## src/rtl/eepw_pkg.sv

```systemverilog
package eepw_pkg;
  typedef enum logic [1:0] {
    SEQ_IDLE  = 2'd0,
    SEQ_DRAIN = 2'd1,
    SEQ_WAIT  = 2'd2
  } seq_state_t;
endpackage

```

## src/rtl/page_buffer.sv

```systemverilog
module page_buffer #(
  parameter int DEPTH  = 32,
  parameter int DATA_W = 8,
  localparam int IDX_W = $clog2(DEPTH)
) (
  input  logic              clk,
  input  logic              rst,
  input  logic              clr_mask,
  input  logic              we,
  input  logic [IDX_W-1:0]  wr_idx,
  input  logic [DATA_W-1:0] wr_data,
  input  logic              rd_en,
  input  logic [IDX_W-1:0]  rd_idx,
  output logic [DATA_W-1:0] rd_q,
  output logic              mask_bit,
  output logic              any_loaded
);
  logic [DATA_W-1:0] mem [DEPTH];
  logic [DEPTH-1:0]  mask;

  // storage without reset so it maps onto block RAM
  always_ff @(posedge clk) begin
    if (we) mem[wr_idx] <= wr_data;
    if (rd_en) rd_q <= mem[rd_idx];
  end

  always_ff @(posedge clk) begin
    if (rst || clr_mask) mask <= '0;
    else if (we) mask[wr_idx] <= 1'b1;
  end

  assign mask_bit   = mask[rd_idx];
  assign any_loaded = |mask;

  // a fresh session leaves no loaded bytes behind
  assert_mask_cleared_R10: assert property (@(posedge clk) disable iff (rst)
    clr_mask |=> (mask == '0));
endmodule

```

## src/rtl/load_pointer.sv

```systemverilog
module load_pointer #(
  parameter int PAGE_W = 6,
  parameter int OFF_W  = 5
) (
  input  logic              clk,
  input  logic              rst,
  input  logic              addr_accept,
  input  logic [PAGE_W-1:0] page_in,
  input  logic [OFF_W-1:0]  off_in,
  input  logic              byte_accept,
  input  logic              session_close,
  output logic [PAGE_W-1:0] page,
  output logic [OFF_W-1:0]  ptr,
  output logic              armed
);
  always_ff @(posedge clk) begin
    if (rst) begin
      page  <= '0;
      ptr   <= '0;
      armed <= 1'b0;
    end else begin
      if (addr_accept) begin
        page  <= page_in;
        ptr   <= off_in;
        armed <= 1'b1;
      end else if (byte_accept) begin
        ptr <= ptr + 1'b1;
      end
      if (session_close) armed <= 1'b0;
    end
  end

  assert_page_fixed_R3: assert property (@(posedge clk) disable iff (rst)
    (byte_accept && !addr_accept) |=> $stable(page));
  assert_ptr_wrap_R4: assert property (@(posedge clk) disable iff (rst)
    (byte_accept && !addr_accept && ptr == {OFF_W{1'b1}}) |=> (ptr == '0));
endmodule

```

## src/rtl/commit_sequencer.sv

```systemverilog
module commit_sequencer
  import eepw_pkg::*;
#(
  parameter int PAGE_W      = 6,
  parameter int OFF_W       = 5,
  parameter int PROG_CYCLES = 5000,
  localparam int CNT_W = $clog2(PROG_CYCLES + 1)
) (
  input  logic                    clk,
  input  logic                    rst,
  input  logic                    start,
  input  logic [PAGE_W-1:0]       page,
  input  logic                    mask_bit,
  output logic                    rd_en,
  output logic [OFF_W-1:0]        rd_idx,
  output logic                    busy,
  output logic                    wr_en,
  output logic [PAGE_W+OFF_W-1:0] wr_addr,
  output logic                    wel_clear
);
  localparam logic [OFF_W-1:0] LAST_IDX = {OFF_W{1'b1}};

  seq_state_t       state;
  logic [OFF_W-1:0] idx;
  logic [CNT_W-1:0] cnt;

  always_ff @(posedge clk) begin
    if (rst) begin
      state     <= SEQ_IDLE;
      idx       <= '0;
      cnt       <= '0;
      busy      <= 1'b0;
      wr_en     <= 1'b0;
      wr_addr   <= '0;
      wel_clear <= 1'b0;
    end else begin
      wr_en     <= 1'b0;
      wel_clear <= 1'b0;
      case (state)
        SEQ_IDLE: begin
          if (start) begin
            state <= SEQ_DRAIN;
            idx   <= '0;
            busy  <= 1'b1;
          end
        end
        SEQ_DRAIN: begin
          wr_en   <= mask_bit;
          wr_addr <= {page, idx};
          idx     <= idx + 1'b1;
          if (idx == LAST_IDX) begin
            state <= SEQ_WAIT;
            cnt   <= CNT_W'(PROG_CYCLES);
          end
        end
        SEQ_WAIT: begin
          if (cnt == '0) begin
            state     <= SEQ_IDLE;
            busy      <= 1'b0;
            wel_clear <= 1'b1;
          end else begin
            cnt <= cnt - 1'b1;
          end
        end
        default: state <= SEQ_IDLE;
      endcase
    end
  end

  assign rd_en  = (state == SEQ_DRAIN);
  assign rd_idx = idx;

  assert_write_inside_busy_R6: assert property (@(posedge clk) disable iff (rst)
    wr_en |-> busy);
  assert_busy_needs_start_R5: assert property (@(posedge clk) disable iff (rst)
    $rose(busy) |-> $past(start));
  assert_wel_on_fall_R8: assert property (@(posedge clk) disable iff (rst)
    $fell(busy) |-> wel_clear);
  assert_wel_single_R8: assert property (@(posedge clk) disable iff (rst)
    wel_clear |=> !wel_clear);
endmodule

```

## src/rtl/eeprom_page_writer.sv

```systemverilog
module eeprom_page_writer #(
  parameter int ADDR_IN_W    = 16,
  parameter int ARRAY_ADDR_W = 11,
  parameter int PAGE_BYTES   = 32,
  parameter int DATA_W       = 8,
  parameter int PROG_CYCLES  = 5000,
  localparam int OFF_W  = $clog2(PAGE_BYTES),
  localparam int PAGE_W = ARRAY_ADDR_W - OFF_W
) (
  input  logic                    clk,
  input  logic                    rst,
  input  logic                    addr_load,
  input  logic [ADDR_IN_W-1:0]    addr_in,
  input  logic                    byte_load,
  input  logic [DATA_W-1:0]       byte_in,
  input  logic                    session_end,
  input  logic                    write_permit,
  output logic                    wr_en,
  output logic [ARRAY_ADDR_W-1:0] wr_addr,
  output logic [DATA_W-1:0]       wr_data,
  output logic                    busy,
  output logic                    wel_clear
);
  logic              armed, any_loaded, mask_bit, rd_en;
  logic [PAGE_W-1:0] page;
  logic [OFF_W-1:0]  ptr, rd_idx;
  logic              addr_ok, byte_ok, end_ok, start;

  assign addr_ok = addr_load && !busy;
  assign byte_ok = byte_load && armed && !busy && !addr_load;
  assign end_ok  = session_end && !busy;
  assign start   = end_ok && armed && any_loaded && write_permit;

  load_pointer #(.PAGE_W(PAGE_W), .OFF_W(OFF_W)) u_ptr (
    .clk(clk), .rst(rst),
    .addr_accept(addr_ok),
    .page_in(addr_in[ARRAY_ADDR_W-1:OFF_W]),
    .off_in(addr_in[OFF_W-1:0]),
    .byte_accept(byte_ok),
    .session_close(end_ok),
    .page(page), .ptr(ptr), .armed(armed)
  );

  page_buffer #(.DEPTH(PAGE_BYTES), .DATA_W(DATA_W)) u_buf (
    .clk(clk), .rst(rst),
    .clr_mask(addr_ok),
    .we(byte_ok), .wr_idx(ptr), .wr_data(byte_in),
    .rd_en(rd_en), .rd_idx(rd_idx),
    .rd_q(wr_data), .mask_bit(mask_bit), .any_loaded(any_loaded)
  );

  commit_sequencer #(.PAGE_W(PAGE_W), .OFF_W(OFF_W), .PROG_CYCLES(PROG_CYCLES)) u_seq (
    .clk(clk), .rst(rst),
    .start(start), .page(page), .mask_bit(mask_bit),
    .rd_en(rd_en), .rd_idx(rd_idx),
    .busy(busy), .wr_en(wr_en), .wr_addr(wr_addr), .wel_clear(wel_clear)
  );

  assert_idle_inputs_ignored_R9: assert property (@(posedge clk) disable iff (rst)
    (busy && byte_load) |=> $stable(ptr));
  assert_reset_quiet_R1: assert property (@(posedge clk)
    $past(rst) |-> (!busy && !wr_en && !wel_clear));
endmodule

```

## config.mk

```make
export PLATFORM = sky130hd
export DESIGN_NAME = eeprom_page_writer
export DESIGN_NICKNAME = d
export VERILOG_FILES = /design/src/rtl/eepw_pkg.sv /design/src/rtl/page_buffer.sv /design/src/rtl/load_pointer.sv /design/src/rtl/commit_sequencer.sv /design/src/rtl/eeprom_page_writer.sv
export SDC_FILE = /design/constraint.sdc
export NUM_CORES = 1
export LEC_CHECK = 0
export BUFFER_PORTS_ARGS = -buffer_cell sky130_fd_sc_hd__clkbuf_2
export CAP_MARGIN = 20
export CELL_PAD_IN_SITES_DETAIL_PLACEMENT = 0
export CELL_PAD_IN_SITES_GLOBAL_PLACEMENT = 1
export CORE_MARGIN = 10
export CORE_UTILIZATION = 40
export CTS_CLUSTER_DIAMETER = 120
export DETAILED_ROUTE_END_ITERATION = 6
export PLACE_DENSITY_LB_ADDON = 0.2
export RECOVER_POWER = 100
export SLEW_MARGIN = 15
export SYNTH_ARGS = -nofsm -noshare
export SYNTH_HDL_FRONTEND = slang
export SYNTH_SLANG_ARGS = --single-unit
```

## constraint.sdc

```tcl
create_clock -name clk -period 6.6 [get_ports clk]
set_input_delay 0.99 -clock clk [delete_from_list [all_inputs] [get_ports clk]]
set_output_delay 0.99 -clock clk [all_outputs]
set_load 0.03 [all_outputs]
```

Yosys cells after proc, flatten, opt, wreduce, memory -nomap -nowiden
Memory sizes are Yosys's and may differ from the RTL's. A register that Yosys moved wholly into a read port is not among the register bits.
Cells that the tools add are included.
{"block": "totals", "register_bits": 78, "ram_bits": 256, "mem_count": 1, "output_inout_bits": 22, "input_bits": 30, "wordCells": 75}
{"block": "classes", "add_sub_neg": 3, "mux": 21, "n_reduce_logical": 26, "n_lt_le_gt_ge": 3, "eq_ne": 7, "bitwise_logic": 3}
{"memory": "u_buf.mem", "depth": 32, "word_bits": 8, "rd": 1, "rd_ports_with_merged_regs": 1, "write_ports": 1, "line": "page_buffer.sv:18", "rtl": "logic [DATA_W-1:0] mem [DEPTH];"}
{"op": "$or 32x32->32", "count": 1}
{"op": "$reduce_or 32->1", "count": 1}
{"op": "$mux 13", "count": 2}
{"op": "$pmux 13 s2", "count": 1}
{"op": "$mux 5", "count": 3}
{"op": "$logic_not 13->1", "count": 1}
{"op": "$sub 13x1->13 const B", "count": 1}
{"op": "$lt 5x6->1 const B", "count": 2}
{"op": "$add 5x1->5 const B", "count": 2}
{"op": "$pmux 5 s2", "count": 1}
{"op": "$logic_and 1x1->1", "count": 9}
{"op": "$reduce_and 3->1", "count": 3}
{"op": "$reduce_bool 2->1", "count": 4}
{"op": "$mux 1", "count": 7}
{"op": "$mux 2", "count": 3}
{"op": "$pmux 2 s3", "count": 1}
{"op": "$reduce_or 2->1", "count": 3}
{"op": "$bmux 1 s5", "count": 1}
{"op": "$demux 1 s5", "count": 1}
{"op": "$eq 5x5->1 const B", "count": 1}
{"op": "$ge 5x1->1 const B", "count": 1}
{"op": "$ne 2x1->1 const B", "count": 2}
{"op": "$ne 2x2->1 const B", "count": 2}
{"op": "$eq 2x1->1 const B", "count": 1}
{"op": "other kinds (7)", "count": 9}

Longest topological paths before layout
{"block": "depth", "word_depth": 7, "ltp_mapped": 10, "depth_no_buf": 8}

Modules after synthesis
A second synthesis with hierarchy kept.
{"block": "unflattened", "cells_unflattened": 741, "hier_area_um2": 13405.4}
{"module": "page_buffer", "cells_each": 508, "area_per_inst_um2": 11344.6, "n_inst": 1, "seq_area_each_um2": 8568.2}
{"module": "commit_sequencer", "cells_each": 177, "area_per_inst_um2": 1515.2, "n_inst": 1, "seq_area_each_um2": 680.7}
{"module": "load_pointer", "cells_each": 51, "area_per_inst_um2": 510.5, "n_inst": 1, "seq_area_each_um2": 240.2}
{"module": "eeprom_page_writer", "cells_each": 5, "area_per_inst_um2": 35.0, "n_inst": 1, "seq_area_each_um2": 0.0}

Least setup slack after synthesis
No wires, ideal clock.
{"block": "synth_path", "kind": "input to register", "startpoint": "in byte_load", "endpoint": "reg u_ptr.ptr[4]", "required_time_ns": 6.514, "path_stages": 6, "path_buffers": 1, "setup_time_ns": 0.086, "slack_ns": 3.902, "arrival_ns": 2.612, "path_cell_list": "nor4bb_1 -> clkbuf_1 -> nand2_1 -> nor2_1 -> o22ai_1 -> a211oi_1"}
{"block": "synth_via", "elab_chain_len": 4}
{"element": "start: declaration", "line": "eeprom_page_writer.sv:14", "rtl": "input logic byte_load,"}
{"element": "$logic_and 1x1->1 (3 in a row)", "line": "eeprom_page_writer.sv:30", "rtl": "assign byte_ok = byte_load && armed && !busy && !addr_load;"}
{"element": "$reduce_bool 2->1 (no line)"}
{"element": "end signal: assignment", "line": "load_pointer.sv:24", "rtl": "ptr <= off_in;"}
{"element": "end signal: assignment", "line": "load_pointer.sv:27", "rtl": "ptr <= ptr + 1'b1;"}
{"element": "end: declaration", "line": "load_pointer.sv:13", "rtl": "output logic [OFF_W-1:0] ptr,"}
Every way passes these cells.
A chain may end at the register's enable or synchronous reset.

==> summary.md <==
| Metric | Value |
|---|---|
| First-pass GRT wire length | `47.3 mm` |
| ANT cells | `0` |
| Number of synthesized flops with an enable pin | `264` |
| Synth Instances | `835` |
| Die Y | `203 um` |
| Number of setup buffers added after CTS | `0` |
| Final wirelength | `30.7 mm` |
| CP startpoint kind | `flip-flop` |
| Unrepaired setup endpoints after global routing | `no` |
| Vias per inst | `5.36` |
| Fin. Hold Viols | `0` |
| Crit-path max FO | `44` |
| Leakage Power | `4.79 nW` |
| Die area | `41,400 um2` |
| Die Wd | `203 um` |
| Post-cts resize count | `0` |
| Mapped Area | `13,500 um2` |
| Vias in the first global route | `7,556` |
| TritonCTS clock tree | `built` |
| Worst slew margin | `-0.741` |
| Arrival @ worst endpoint | `4.75 ns` |
| Number of distinct library cells after synthesis | `50` |
| Total gr overflow | `0` |
| Share of the synthesized area in the top cell type | `0.589` |
| Initial Utilization | `0.403` |
| Area after DPL | `14,100 um2` |
| DR WL/cell | `22.5 um` |
| # nets final | `922` |
| Final GP Congestion | `0.758` |
| First DRT Iteration DRCs | `503` |
| Clock root buffer | `clkbuf_16` |
| Pins Over Slew Limit | `154` |
| Cts bufs inserted | `38` |
| Worst Setup Path Type | `flip-flop to flip-flop` |
| Most used DFF post-synth | `edfxtp_1` |
| Clk_lat worst skew | `0.53 ns` |
| DP Cell Count | `1,290` |
| Register-to-Register Path Depth | `5` |
| Share of layout cells above drive strength 1 | `0.205` |
| Hold WS | `0.450 ns` |
| Worst-Margin Slew | `2.61 ns` |
| Max H-tree Level | `2` |
| Setup-failing EPs final | `0` |
| Worst Setup End Kind | `flip-flop` |
| Seq cells post-synth | `342` |
| Setup Skew | `0.0171 ns` |
| Top cells by area, synth | `edfxtp_1, mux4_2, dfxtp_1, nor2_1, mux2_2` |
| Overall Global Routing Usage | `0.149` |
| Number of hold buffers added after CTS | `0` |
| Pin count of the biggest net entering global routing | `48` |
| Max Fclk | `222 MHz` |
| Hold crit path type | `flip-flop to flip-flop` |
| Rows | `67` |
| Setup_tns | `0 ns` |
| Ratio of final minimum period to clock period | `0.683` |
| Max-Cap Viols | `5` |
| Drt pass-1 iters | `5` |
| YS warnings | `0` |
| Status | `finished, violations left` |
| Longest Clk Path Bufs | `3` |
| Antenna violations before repair | `0` |
| PD cells | `292 nW/um2` |
| Post-synthesis sequential area ratio | `0.705` |
| # clock sinks | `342` |
| Via Count | `7,293` |
| Core area | `33,400 um2` |
| Final instance area | `15,300 um2` |
| DRT antenna net count | `0` |
| Share of synthesized registers carrying an async set or reset | `0` |
| Synth Net Count | `873` |
| Area delta synth->final | `13.7%` |
| Min-Delay Path Depth | `2` |
| Register area | `9490 um2` |
| Finished Layout Cells | `1,361` |
| Clock-pin slew on the worst setup and hold paths | `0.06 ns` |
| Cell taking the most area after synthesis | `edfxtp_1` |
| Fin crit period | `4.51 ns` |
| Post-route DRC | `0` |
| Failing checks | `max-capacitance violations, max-slew violations` |
| Num ports | `52` |
| Post-detail-place hpwl | `18.5 mm` |
| Max IR drop VDD | `0.163 mV` |
| Fillers | `3,040` |
| Critical Path RT | `6.84 ns` |
| Port Buffers | `46` |
| Synthesized area per cell | `16.1 um2` |
| Multi-input gate area | `3750 um2` |
[cell usage after synthesis, types with 2 or more instances]
cell type and count:
o21ai_0 2, xor2_1 11, inv_1 6, buf_2 6, dfxtp_1 78, o31ai_1 2, nand4_1 7, nor2_1 113
clkbuf_1 30, nor3_1 9, edfxtp_1 264, or3_1 3, nand2b_1 6, mux4_2 72, nand2_1 63, a21oi_1 33
ha_1 8, nor4_1 13, a211oi_1 9, a221oi_1 8, and3_1 2, nor4bb_1 2, nor2b_1 5, o22ai_1 9
or3b_2 2, mux2_2 27, buf_1 7, o21ba_2 7, nand3b_1 4, nand3_1 7
[power by group]
part	leakage [nW]	internal, mW	total (mW)	switching (mW)
clock	0.596	1.23	2.07	0.832
combinational	1.19	0.0154	0.0653	0.0499
sequential	3.00	2.32	2.33	0.00750
[area by class of cell]
cell class / instances / share of cell area
sequential: 342 / 0.621
multi-input combinational: 441 / 0.245
clock buffer: 48 / 0.0653
timing repair buffer: 54 / 0.0159
clock inverter: 21 / 0.0146
inverter: 7 / 0.00172
tap: 448 / 0.0366
[sequential cells by signal, indices dropped and copies added (netlist names)]
name and flops:
u_buf.mem 256, u_buf.mask 32, u_seq.cnt 13, u_seq.wr_addr 11
u_buf.rd_q 8, u_ptr.page 6, u_ptr.ptr 5, u_seq.rd_idx 5
u_seq.state 2, u_ptr.armed 1, u_seq.busy 1, u_seq.wel_clear 1
u_seq.wr_en 1
[layout by cell type (no fill, tap or decap), drive strengths merged, types with 11 or more instances in the layout]
cell	count
xor2	11
edfxtp	264
mux4	72
clkinv	15
a21oi	33
dfxtp	78
clkbuf	96
nor2	114
nand2	63
mux2	28
nor4	13
[worst max-delay path, cell delays in order, from the launching register on]
cell and delay, ns:
dfxtp_1 2.09, buf_4 0.72, mux4_2 0.57, mux2_2 0.29
o22ai_1 0.40, nor2_1 0.12
[routing by layer]
| metal | vias up | share of wire | track usage |
|---|---|---|---|
| li1 | 3328 | - | - |
| met1 | 3759 | 0.45 | 0.204 |
| met2 | 164 | 0.48 | 0.242 |
| met3 | 42 | 0.045 | 0.0257 |
| met4 | 0 | 0.016 | 0.0378 |
| met5 | - | 0 | 0 |
[metrics by stage]
| step | util | power (mW) | worst slack, ns |
|---|---|---|---|
| 2_1_floorplan | - | 2.40 | 3.90 |
| 3_5_place_dp | 0.423 | 2.44 | 2.62 |
| 6_report | 0.459 | 4.46 | 2.09 |
| 3_3_place_gp | 0.423 | 2.44 | 2.68 |
| 5_1_grt | 0.459 | 4.60 | 1.60 |
| 4_1_cts | 0.460 | 4.50 | 3.16 |
[path summary, 6_finish.rpt]
path	from	end	slack, ns
setup reg to reg	u_seq.rd_idx[0]	u_buf.rd_q[4]	2.09
setup / recovery	u_seq.rd_idx[0]	u_buf.rd_q[4]	2.09
hold reg to reg	u_ptr.page[4]	u_seq.wr_addr[9]	0.45
hold / removal	u_ptr.page[4]	u_seq.wr_addr[9]	0.45
[cell families after synthesis]
kind of cell               count (synthesis)  share of synthesized area
and+or+nand+nor                          247                     0.0837
AOI/OAI and AO/OA                         73                     0.0355
DFF                                      342                      0.705
buffers and inverters                     52                     0.0157
adders and majority gates                  8                    0.00744
xor gates and xnor gates                  12                    0.00781
muxes                                    101                      0.145
Power figures use the tool's default switching activity.
